### src/rtl/freq_mon_pkg.sv
package freq_mon_pkg;

    localparam int ADDR_W     = 4;
    localparam int BYTE_W     = 8;
    localparam int CNT_W      = 2 * BYTE_W;
    localparam int TGT_PRE_W  = 5;
    localparam int REF_PRE_W  = 13;
    localparam int FILT_CNT_W = 4;
    localparam int REF_IDX_W  = $clog2(REF_PRE_W);

    typedef enum logic [1:0] {
        ST_IDLE = 2'd0,
        ST_ARM  = 2'd1,
        ST_RUN  = 2'd2
    } fm_state_e;

    localparam logic [ADDR_W-1:0] A_CTRL = 4'd0;
    localparam logic [ADDR_W-1:0] A_SRC  = 4'd1;
    localparam logic [ADDR_W-1:0] A_REF  = 4'd2;
    localparam logic [ADDR_W-1:0] A_IEN  = 4'd3;
    localparam logic [ADDR_W-1:0] A_STAT = 4'd4;
    localparam logic [ADDR_W-1:0] A_CLR  = 4'd5;
    localparam logic [ADDR_W-1:0] A_UPL  = 4'd6;
    localparam logic [ADDR_W-1:0] A_UPH  = 4'd7;
    localparam logic [ADDR_W-1:0] A_LOL  = 4'd8;
    localparam logic [ADDR_W-1:0] A_LOH  = 4'd9;
    localparam logic [ADDR_W-1:0] A_CAPL = 4'd10;
    localparam logic [ADDR_W-1:0] A_CAPH = 4'd11;

    // low-bit mask: a tick fires when all masked prescaler bits are one
    function automatic logic [TGT_PRE_W-1:0] tgt_mask(input logic [1:0] code);
        case (code)
            2'b00:   return TGT_PRE_W'(0);
            2'b01:   return TGT_PRE_W'(3);
            2'b10:   return TGT_PRE_W'(7);
            default: return TGT_PRE_W'(31);
        endcase
    endfunction

    // prescaler bit used as the divided reference level
    function automatic logic [REF_IDX_W-1:0] ref_bit(input logic [1:0] code);
        case (code)
            2'b00:   return REF_IDX_W'(4);
            2'b01:   return REF_IDX_W'(6);
            2'b10:   return REF_IDX_W'(9);
            default: return REF_IDX_W'(12);
        endcase
    endfunction

    function automatic logic [FILT_CNT_W-1:0] filt_mask(input logic [1:0] code);
        case (code)
            2'b10:   return FILT_CNT_W'(3);
            2'b11:   return FILT_CNT_W'(15);
            default: return FILT_CNT_W'(0);
        endcase
    endfunction

endpackage

### src/rtl/fm_divider.sv
module fm_divider #(
    parameter int W = 8
) (
    input  logic         clk,
    input  logic         rst_n,
    input  logic         clr,
    input  logic         ce,
    output logic [W-1:0] cnt
);

    always_ff @(posedge clk or negedge rst_n) begin
        if (!rst_n)
            cnt <= '0;
        else if (clr)
            cnt <= '0;
        else if (ce)
            cnt <= cnt + 1'b1;
    end

endmodule

### src/rtl/fm_ref_cond.sv
module fm_ref_cond
    import freq_mon_pkg::*;
(
    input  logic       clk,
    input  logic       rst_n,
    input  logic       clr,
    input  logic       din,
    input  logic [1:0] fcode,
    input  logic [1:0] edge_sel,
    output logic       vedge
);

    logic [FILT_CNT_W-1:0] fcnt;
    logic [FILT_CNT_W-1:0] fmask;
    logic                  strobe;
    logic [1:0]            samp;
    logic                  lvl;
    logic                  prev;
    logic                  rise;
    logic                  fall;

    assign fmask  = filt_mask(fcode);
    assign strobe = ((fcnt & fmask) == fmask);

    always_ff @(posedge clk or negedge rst_n) begin
        if (!rst_n) begin
            fcnt <= '0;
            samp <= '0;
            lvl  <= 1'b0;
            prev <= 1'b0;
        end else if (clr) begin
            fcnt <= '0;
            samp <= '0;
            lvl  <= 1'b0;
            prev <= 1'b0;
        end else begin
            fcnt <= fcnt + 1'b1;
            prev <= lvl;
            if (fcode == 2'b00) begin
                lvl <= din;
            end else if (strobe) begin
                samp <= {samp[0], din};
                if ((din == samp[0]) && (din == samp[1]))
                    lvl <= din;
            end
        end
    end

    assign rise = lvl & ~prev;
    assign fall = ~lvl & prev;

    always_comb begin
        vedge = 1'b0;
        unique case (edge_sel)
            2'b00:   vedge = rise;
            2'b01:   vedge = fall;
            2'b10:   vedge = rise | fall;
            default: vedge = 1'b0;
        endcase
    end


    filt_hold_chk: assert property (@(posedge clk) disable iff (!rst_n)
        (!clr && (fcode != 2'b00) && !strobe) |=> $stable(lvl));

endmodule

### src/rtl/freq_mon.sv
module freq_mon
    import freq_mon_pkg::*;
(
    input  logic              clk,
    input  logic              rst_n,
    input  logic              tgt_ce,
    input  logic              ref_ce,
    input  logic              ref_pin,
    input  logic              reg_wr,
    input  logic [ADDR_W-1:0] reg_addr,
    input  logic [BYTE_W-1:0] reg_wdata,
    output logic [BYTE_W-1:0] reg_rdata,
    output logic              irq_ferr,
    output logic              irq_mend,
    output logic              irq_ovf
);

    fm_state_e            state_q, state_d;
    logic                 en_q, rsel_q, pin_en_q;
    logic [1:0]           tdiv_q, edg_q, rdiv_q, fcode_q;
    logic [2:0]           ien_q;
    logic [CNT_W-1:0]     up_q, lo_q, cap_q, cnt_q;
    logic                 flag_ferr, flag_mend, flag_ovf;
    logic                 clr;
    logic [TGT_PRE_W-1:0] tcnt, tmask;
    logic [REF_PRE_W-1:0] rcnt;
    logic                 ttick, ref_int, ref_src, vedge;

    assign clr = ~en_q;

    fm_divider #(.W(TGT_PRE_W)) u_tgt_div (
        .clk(clk), .rst_n(rst_n), .clr(clr), .ce(tgt_ce), .cnt(tcnt)
    );

    fm_divider #(.W(REF_PRE_W)) u_ref_div (
        .clk(clk), .rst_n(rst_n), .clr(clr), .ce(ref_ce), .cnt(rcnt)
    );

    assign tmask   = tgt_mask(tdiv_q);
    assign ttick   = tgt_ce && ((tcnt & tmask) == tmask);
    assign ref_int = rcnt[ref_bit(rdiv_q)];
    assign ref_src = rsel_q ? ref_int : (ref_pin & pin_en_q);

    fm_ref_cond u_cond (
        .clk(clk), .rst_n(rst_n), .clr(clr), .din(ref_src),
        .fcode(fcode_q), .edge_sel(edg_q), .vedge(vedge)
    );

    // state register
    always_ff @(posedge clk or negedge rst_n) begin
        if (!rst_n)
            state_q <= ST_IDLE;
        else
            state_q <= state_d;
    end

    // transitions: GO, ARMED, CAPTURE, STOP
    always_comb begin
        state_d = state_q;
        if (!en_q) begin
            state_d = ST_IDLE;
        end else begin
            unique case (state_q)
                ST_IDLE: state_d = ST_ARM;
                ST_ARM:  if (vedge) state_d = ST_RUN;
                ST_RUN:  state_d = ST_RUN;
                default: state_d = ST_IDLE;
            endcase
        end
    end

    // outputs: registers, counter, capture and flags
    always_ff @(posedge clk or negedge rst_n) begin
        if (!rst_n) begin
            en_q <= 1'b0; rsel_q <= 1'b0; pin_en_q <= 1'b0;
            tdiv_q <= '0; edg_q <= '0; rdiv_q <= '0; fcode_q <= '0;
            ien_q <= '0; up_q <= '0; lo_q <= '0; cap_q <= '0; cnt_q <= '0;
            flag_ferr <= 1'b0; flag_mend <= 1'b0; flag_ovf <= 1'b0;
        end else begin
            if (reg_wr) begin
                case (reg_addr)
                    A_CTRL: en_q <= reg_wdata[0];
                    A_SRC: begin
                        tdiv_q   <= reg_wdata[1:0];
                        edg_q    <= reg_wdata[3:2];
                        rsel_q   <= reg_wdata[4];
                        pin_en_q <= reg_wdata[5];
                    end
                    A_REF: begin
                        rdiv_q  <= reg_wdata[1:0];
                        fcode_q <= reg_wdata[3:2];
                    end
                    A_IEN: ien_q <= reg_wdata[2:0];
                    A_CLR: begin
                        if (reg_wdata[0]) flag_ferr <= 1'b0;
                        if (reg_wdata[1]) flag_mend <= 1'b0;
                        if (reg_wdata[2]) flag_ovf  <= 1'b0;
                    end
                    A_UPL: up_q[BYTE_W-1:0]     <= reg_wdata;
                    A_UPH: up_q[CNT_W-1:BYTE_W] <= reg_wdata;
                    A_LOL: lo_q[BYTE_W-1:0]     <= reg_wdata;
                    A_LOH: lo_q[CNT_W-1:BYTE_W] <= reg_wdata;
                    default: ;
                endcase
            end
            if (!en_q) begin
                cnt_q <= '0;
            end else begin
                unique case (state_q)
                    ST_ARM: cnt_q <= CNT_W'(vedge && ttick);
                    ST_RUN: begin
                        if (vedge) begin
                            cap_q     <= cnt_q;
                            cnt_q     <= CNT_W'(ttick);
                            flag_mend <= 1'b1;
                            if ((cnt_q > up_q) || (cnt_q < lo_q))
                                flag_ferr <= 1'b1;
                        end else if (ttick) begin
                            cnt_q <= cnt_q + 1'b1;
                            if (&cnt_q)
                                flag_ovf <= 1'b1;
                        end
                    end
                    default: cnt_q <= '0;
                endcase
            end
        end
    end

    always_comb begin
        case (reg_addr)
            A_CTRL:  reg_rdata = {7'b0, en_q};
            A_SRC:   reg_rdata = {2'b0, pin_en_q, rsel_q, edg_q, tdiv_q};
            A_REF:   reg_rdata = {4'b0, fcode_q, rdiv_q};
            A_IEN:   reg_rdata = {5'b0, ien_q};
            A_STAT:  reg_rdata = {5'b0, flag_ovf, flag_mend, flag_ferr};
            A_UPL:   reg_rdata = up_q[BYTE_W-1:0];
            A_UPH:   reg_rdata = up_q[CNT_W-1:BYTE_W];
            A_LOL:   reg_rdata = lo_q[BYTE_W-1:0];
            A_LOH:   reg_rdata = lo_q[CNT_W-1:BYTE_W];
            A_CAPL:  reg_rdata = cap_q[BYTE_W-1:0];
            A_CAPH:  reg_rdata = cap_q[CNT_W-1:BYTE_W];
            default: reg_rdata = '0;
        endcase
    end

    assign irq_ferr = flag_ferr & ien_q[0];
    assign irq_mend = flag_mend & ien_q[1];
    assign irq_ovf  = flag_ovf  & ien_q[2];


    run_entry_chk: assert property (@(posedge clk) disable iff (!rst_n)
        (state_q == ST_RUN) |-> ($past(state_q) != ST_IDLE));


    stop_idle_chk: assert property (@(posedge clk) disable iff (!rst_n)
        !en_q |=> (state_q == ST_IDLE));


    ovf_wrap_chk: assert property (@(posedge clk) disable iff (!rst_n)
        $rose(flag_ovf) |-> (&$past(cnt_q)));


    mend_src_chk: assert property (@(posedge clk) disable iff (!rst_n)
        $rose(flag_mend) |-> ($past(state_q) == ST_RUN));


    ferr_limit_chk: assert property (@(posedge clk) disable iff (!rst_n)
        $rose(flag_ferr) |-> ((cap_q > $past(up_q)) || (cap_q < $past(lo_q))));

endmodule

### config.mk
export PLATFORM = sky130hd
export DESIGN_NAME = freq_mon
export DESIGN_NICKNAME = d
export VERILOG_FILES = /design/src/rtl/freq_mon_pkg.sv /design/src/rtl/fm_divider.sv /design/src/rtl/fm_ref_cond.sv /design/src/rtl/freq_mon.sv
export SDC_FILE = /design/constraint.sdc
export NUM_CORES = 1
export LEC_CHECK = 0
export CAP_MARGIN = 20
export CORE_AREA = 2 2 126 128
export CTS_CLUSTER_SIZE = 8
export DETAILED_ROUTE_END_ITERATION = 8
export DIE_AREA = 0 0 128 130
export GPL_TIMING_DRIVEN = 0
export SETUP_SLACK_MARGIN = 0.4
export SLEW_MARGIN = 20
export SYNTH_ARGS = -nofsm -noshare
export SYNTH_HDL_FRONTEND = slang
export SYNTH_SLANG_ARGS = --single-unit
### constraint.sdc
create_clock -name clk -period 2.05 [get_ports clk]
set_input_delay 0.3075 -clock clk [delete_from_list [all_inputs] [get_ports clk]]
set_output_delay 0.3075 -clock clk [all_outputs]
set_load 0.01 [all_outputs]
==> impl_metrics.toml <==
[pwr]
leakage_nw = 3.66
pwr_density_cell_nw_per_um2 = 738
max-vdd-ir-drop_mv = 0.404
p_total_mw = 5.99

[clock_tree]
clkTransAtPathRegs_ps = 80
cts_buffers = 9
clock_path_buffers = 2
htreeDepth = 3
tritoncts = "yes"
cts-root-buf = "clkbuf_16"
clock-sinks = 109
insertion_delay_ps = 360

[timing]
holdWs_ps = 414
rsz0062_at_grt = "yes"
period_needed_ps = 2080
drv_slew = 0
max_freq_mhz = 481
slew-limit-headroom_pct = 58.2
worst_slack_ps = -30.4
hold_violations = 0
period_share_pct = 101
fin_setup_tns_ps = -48.4
setup_viol = 2
worst_pin_slew_ps = 626
skew_ps = 8.91

[worst_setup_path]
cp_cell_sequence = "mux2_4, a221oi_2, a211oi_1, a311o_1, buf_2"
cp.depth = 5
r2r_slack_ps = -20
worstSetupEndpointType = "output port"
crit_family = "compound AO/OA/AOI/OAI gates"
path_buf_inv = 1
crit_end = "reg_rdata[1]"
cp_slowest_cell = "dfrtp_1"
rr_startpoint = "lo_q[4]"
arrival_ps = 1770
critPathKind = "reg2out"
reg2reg_to = "flag_ferr"
worstSetupStartpoint = "rdiv_q[1]"
r2r_cells = 7
max_stage_delay_ps = 390
required_ps = 1740
critPathMaxFanout = 2
critPathLaunchType = "flip-flop"

[detailed_routing]
drt_first_pass_iters = 5
detail_route.wirelength_mm = 19.1
remaining_drc_errors = 0
wire_per_inst_um = 20.7
vias = 5439
antenna_left = 0
avgViaCountPerCell = 5.92
drtIter0Drc = 549

[placed_design]
dpl.hpwl_mm = 12.8
dp_cells = 855
portBuffers = 24
place_congestion = 0.946

[synth]
yosys.area.top_type_share_pct = 43.6
synth_warnings = 0
synth_cell_types = 61
syn_area_per_cell_um2 = 9.81
ys_async_sr_fraction_pct = 100
synth_top_area_cell = "dfrtp_1"
synthCells = 638
ys_seq_elements = 109
ys_seq_area_share_pct = 43.6
synthFlopType = "dfrtp_1"
synth_edf_count = 0
synth_area_leaders = "dfrtp_1 44%, ha_1 8.0%, mux2_2 7.0%, o21ai_0 4.8%, nand2_1 4.1%"
syn-num-nets = 696
synthesis.area_um2 = 6260

[global_route]
grt_pass1_vias = 5666
overflow = 0
grt_pass1_wl_mm = 30.8
antenna_found_initial = 0
grt_usage_pct = 24.3
grt_max_degree = 70

[cells_and_area]
fin_cells = 919
fin_util_pct = 52.7
diodes = 0
fin_nets = 780
syn2layout_area_growth_pct = 29.8
drive_gt1_share_pct = 32.0

[job]
drv_cap = 0

[floorplan]
chipWidth_um = 128
num_rows = 46
coreArea_um2 = 15400
io_pins = 29
start_util_pct = 40.6
die_h_um = 130
fp.dieArea_um2 = 16600

[status]
status = "finished with violations"
violations = "negative setup slack"

[hold_path]
hp-class = "in2reg"
hp-start = "reg_addr[3]"
## what timing repair did
item	4_1_cts	5_1_grt
setup buffers	37	6
hold buffers	1	0
hold endpoints to repair	40	0
pin swaps	38	16
cloned	3	1
gates resized for setup	178	47
setup endpoints to repair	94	66
## worst min-delay path by stage
stage	endpoint	slack (ps)	cells past startpoint
after floorplan	cap_q[0]	10	0
after global routing	en_q	430	4
after global placement	u_cond.fcnt[0]	470	1
after detailed placement	state_q[0]	260	1
final	en_q	410	4
after CTS	flag_mend	390	4
## power breakdown
group          total [mW]  internal (mW)  switching (mW)
Clock                1.69          0.860           0.830
Sequential           2.70           2.43           0.271
Combinational        1.60          0.727           0.876
Total                5.99           4.02            1.98
## layout by cell type (no fill, tap or decap), types with 12 or more instances in the layout
| cell | instances |
|---|---|
| o21ai_2 | 15 |
| a21oi_1 | 16 |
| nand2_1 | 60 |
| nand3_1 | 17 |
| and2_1 | 19 |
| inv_1 | 41 |
| mux2_4 | 14 |
| ha_1 | 31 |
| buf_4 | 40 |
| dfrtp_1 | 95 |
| dfrtp_2 | 14 |
| nor2_1 | 20 |
| nand4_1 | 18 |
| mux2_2 | 25 |
| buf_2 | 12 |
| xnor2_1 | 12 |
| o21ai_0 | 37 |
## cell families (layout without fill, tap and decap cells)
family	after synthesis	count (layout)	synth area share (%)
xor gates and xnor gates	15	15	2.10
DFF	109	109	43.6
buffers and inverters	73	162	4.58
muxes	54	54	10.0
AOI/OAI and AO/OA	151	151	15.7
and+or+nand+nor	196	196	16.1
adders and majority gates	40	40	8.00
## metal layers
| layer | vias up | track usage (%) | routed length [µm] |
|---|---|---|---|
| met5 | - | 0 | 0 |
| met4 | 0 | 9.89 | 578 |
| met3 | 39 | 3.40 | 1240 |
| met2 | 215 | 40.7 | 9040 |
| met1 | 2717 | 32.0 | 8210 |
| li1 | 2468 | - | - |
## Yosys cell counts, types with 9 or more instances
master / n
nand4_1: 18
o31ai_1: 9
nor2_1: 23
clkbuf_1: 16
xnor2_1: 12
mux2_2: 39
ha_1: 40
nand2_1: 68
buf_2: 9
a21boi_0: 10
or3_1: 9
mux2i_1: 12
a21oi_1: 20
o21ai_0: 60
nand3_1: 18
dfrtp_1: 109
and2_1: 22
inv_1: 44
nor2b_1: 11
## per-stage QoR
step           setup WS, ps  cell area, µm²
2_1_floorplan          73.7            6360
3_3_place_gp          -3650            6840
3_5_place_dp          -1310            6870
4_1_cts               -73.0            7930
5_1_grt                -118            8120
6_report              -30.4            8120
## registers in the layout (all words and copies together) (netlist names), 2 cells and up
name	flops
up_q	16
fcode_q	2
u_cond.fcnt	4
u_ref_div.cnt	13
u_cond.samp	2
lo_q	16
u_tgt_div.cnt	5
cap_q	16
tdiv_q	2
ien_q	3
rdiv_q	2
state_q	2
cnt_q	16
edg_q	2
## tightest hold or removal path, stage by stage
cell	delay, ps
buf_12	100
nor3b_1	80
nand2_1	100
mux2_2	160
## cell type report
| cell class | instances | area, µm² |
|---|---|---|
| clock buffers | 11 | 243 |
| clock inverters | 5 | 36.3 |
| fillers | 1373 | 7300 |
| multi-input cells | 456 | 3750 |
| inverters | 44 | 165 |
| flip-flops and latches | 109 | 2750 |
| repair buffers | 73 | 661 |
| plain buffers | 29 | 279 |
| well taps | 192 | 240 |
Note: power is estimated with default switching activity, not from simulation.
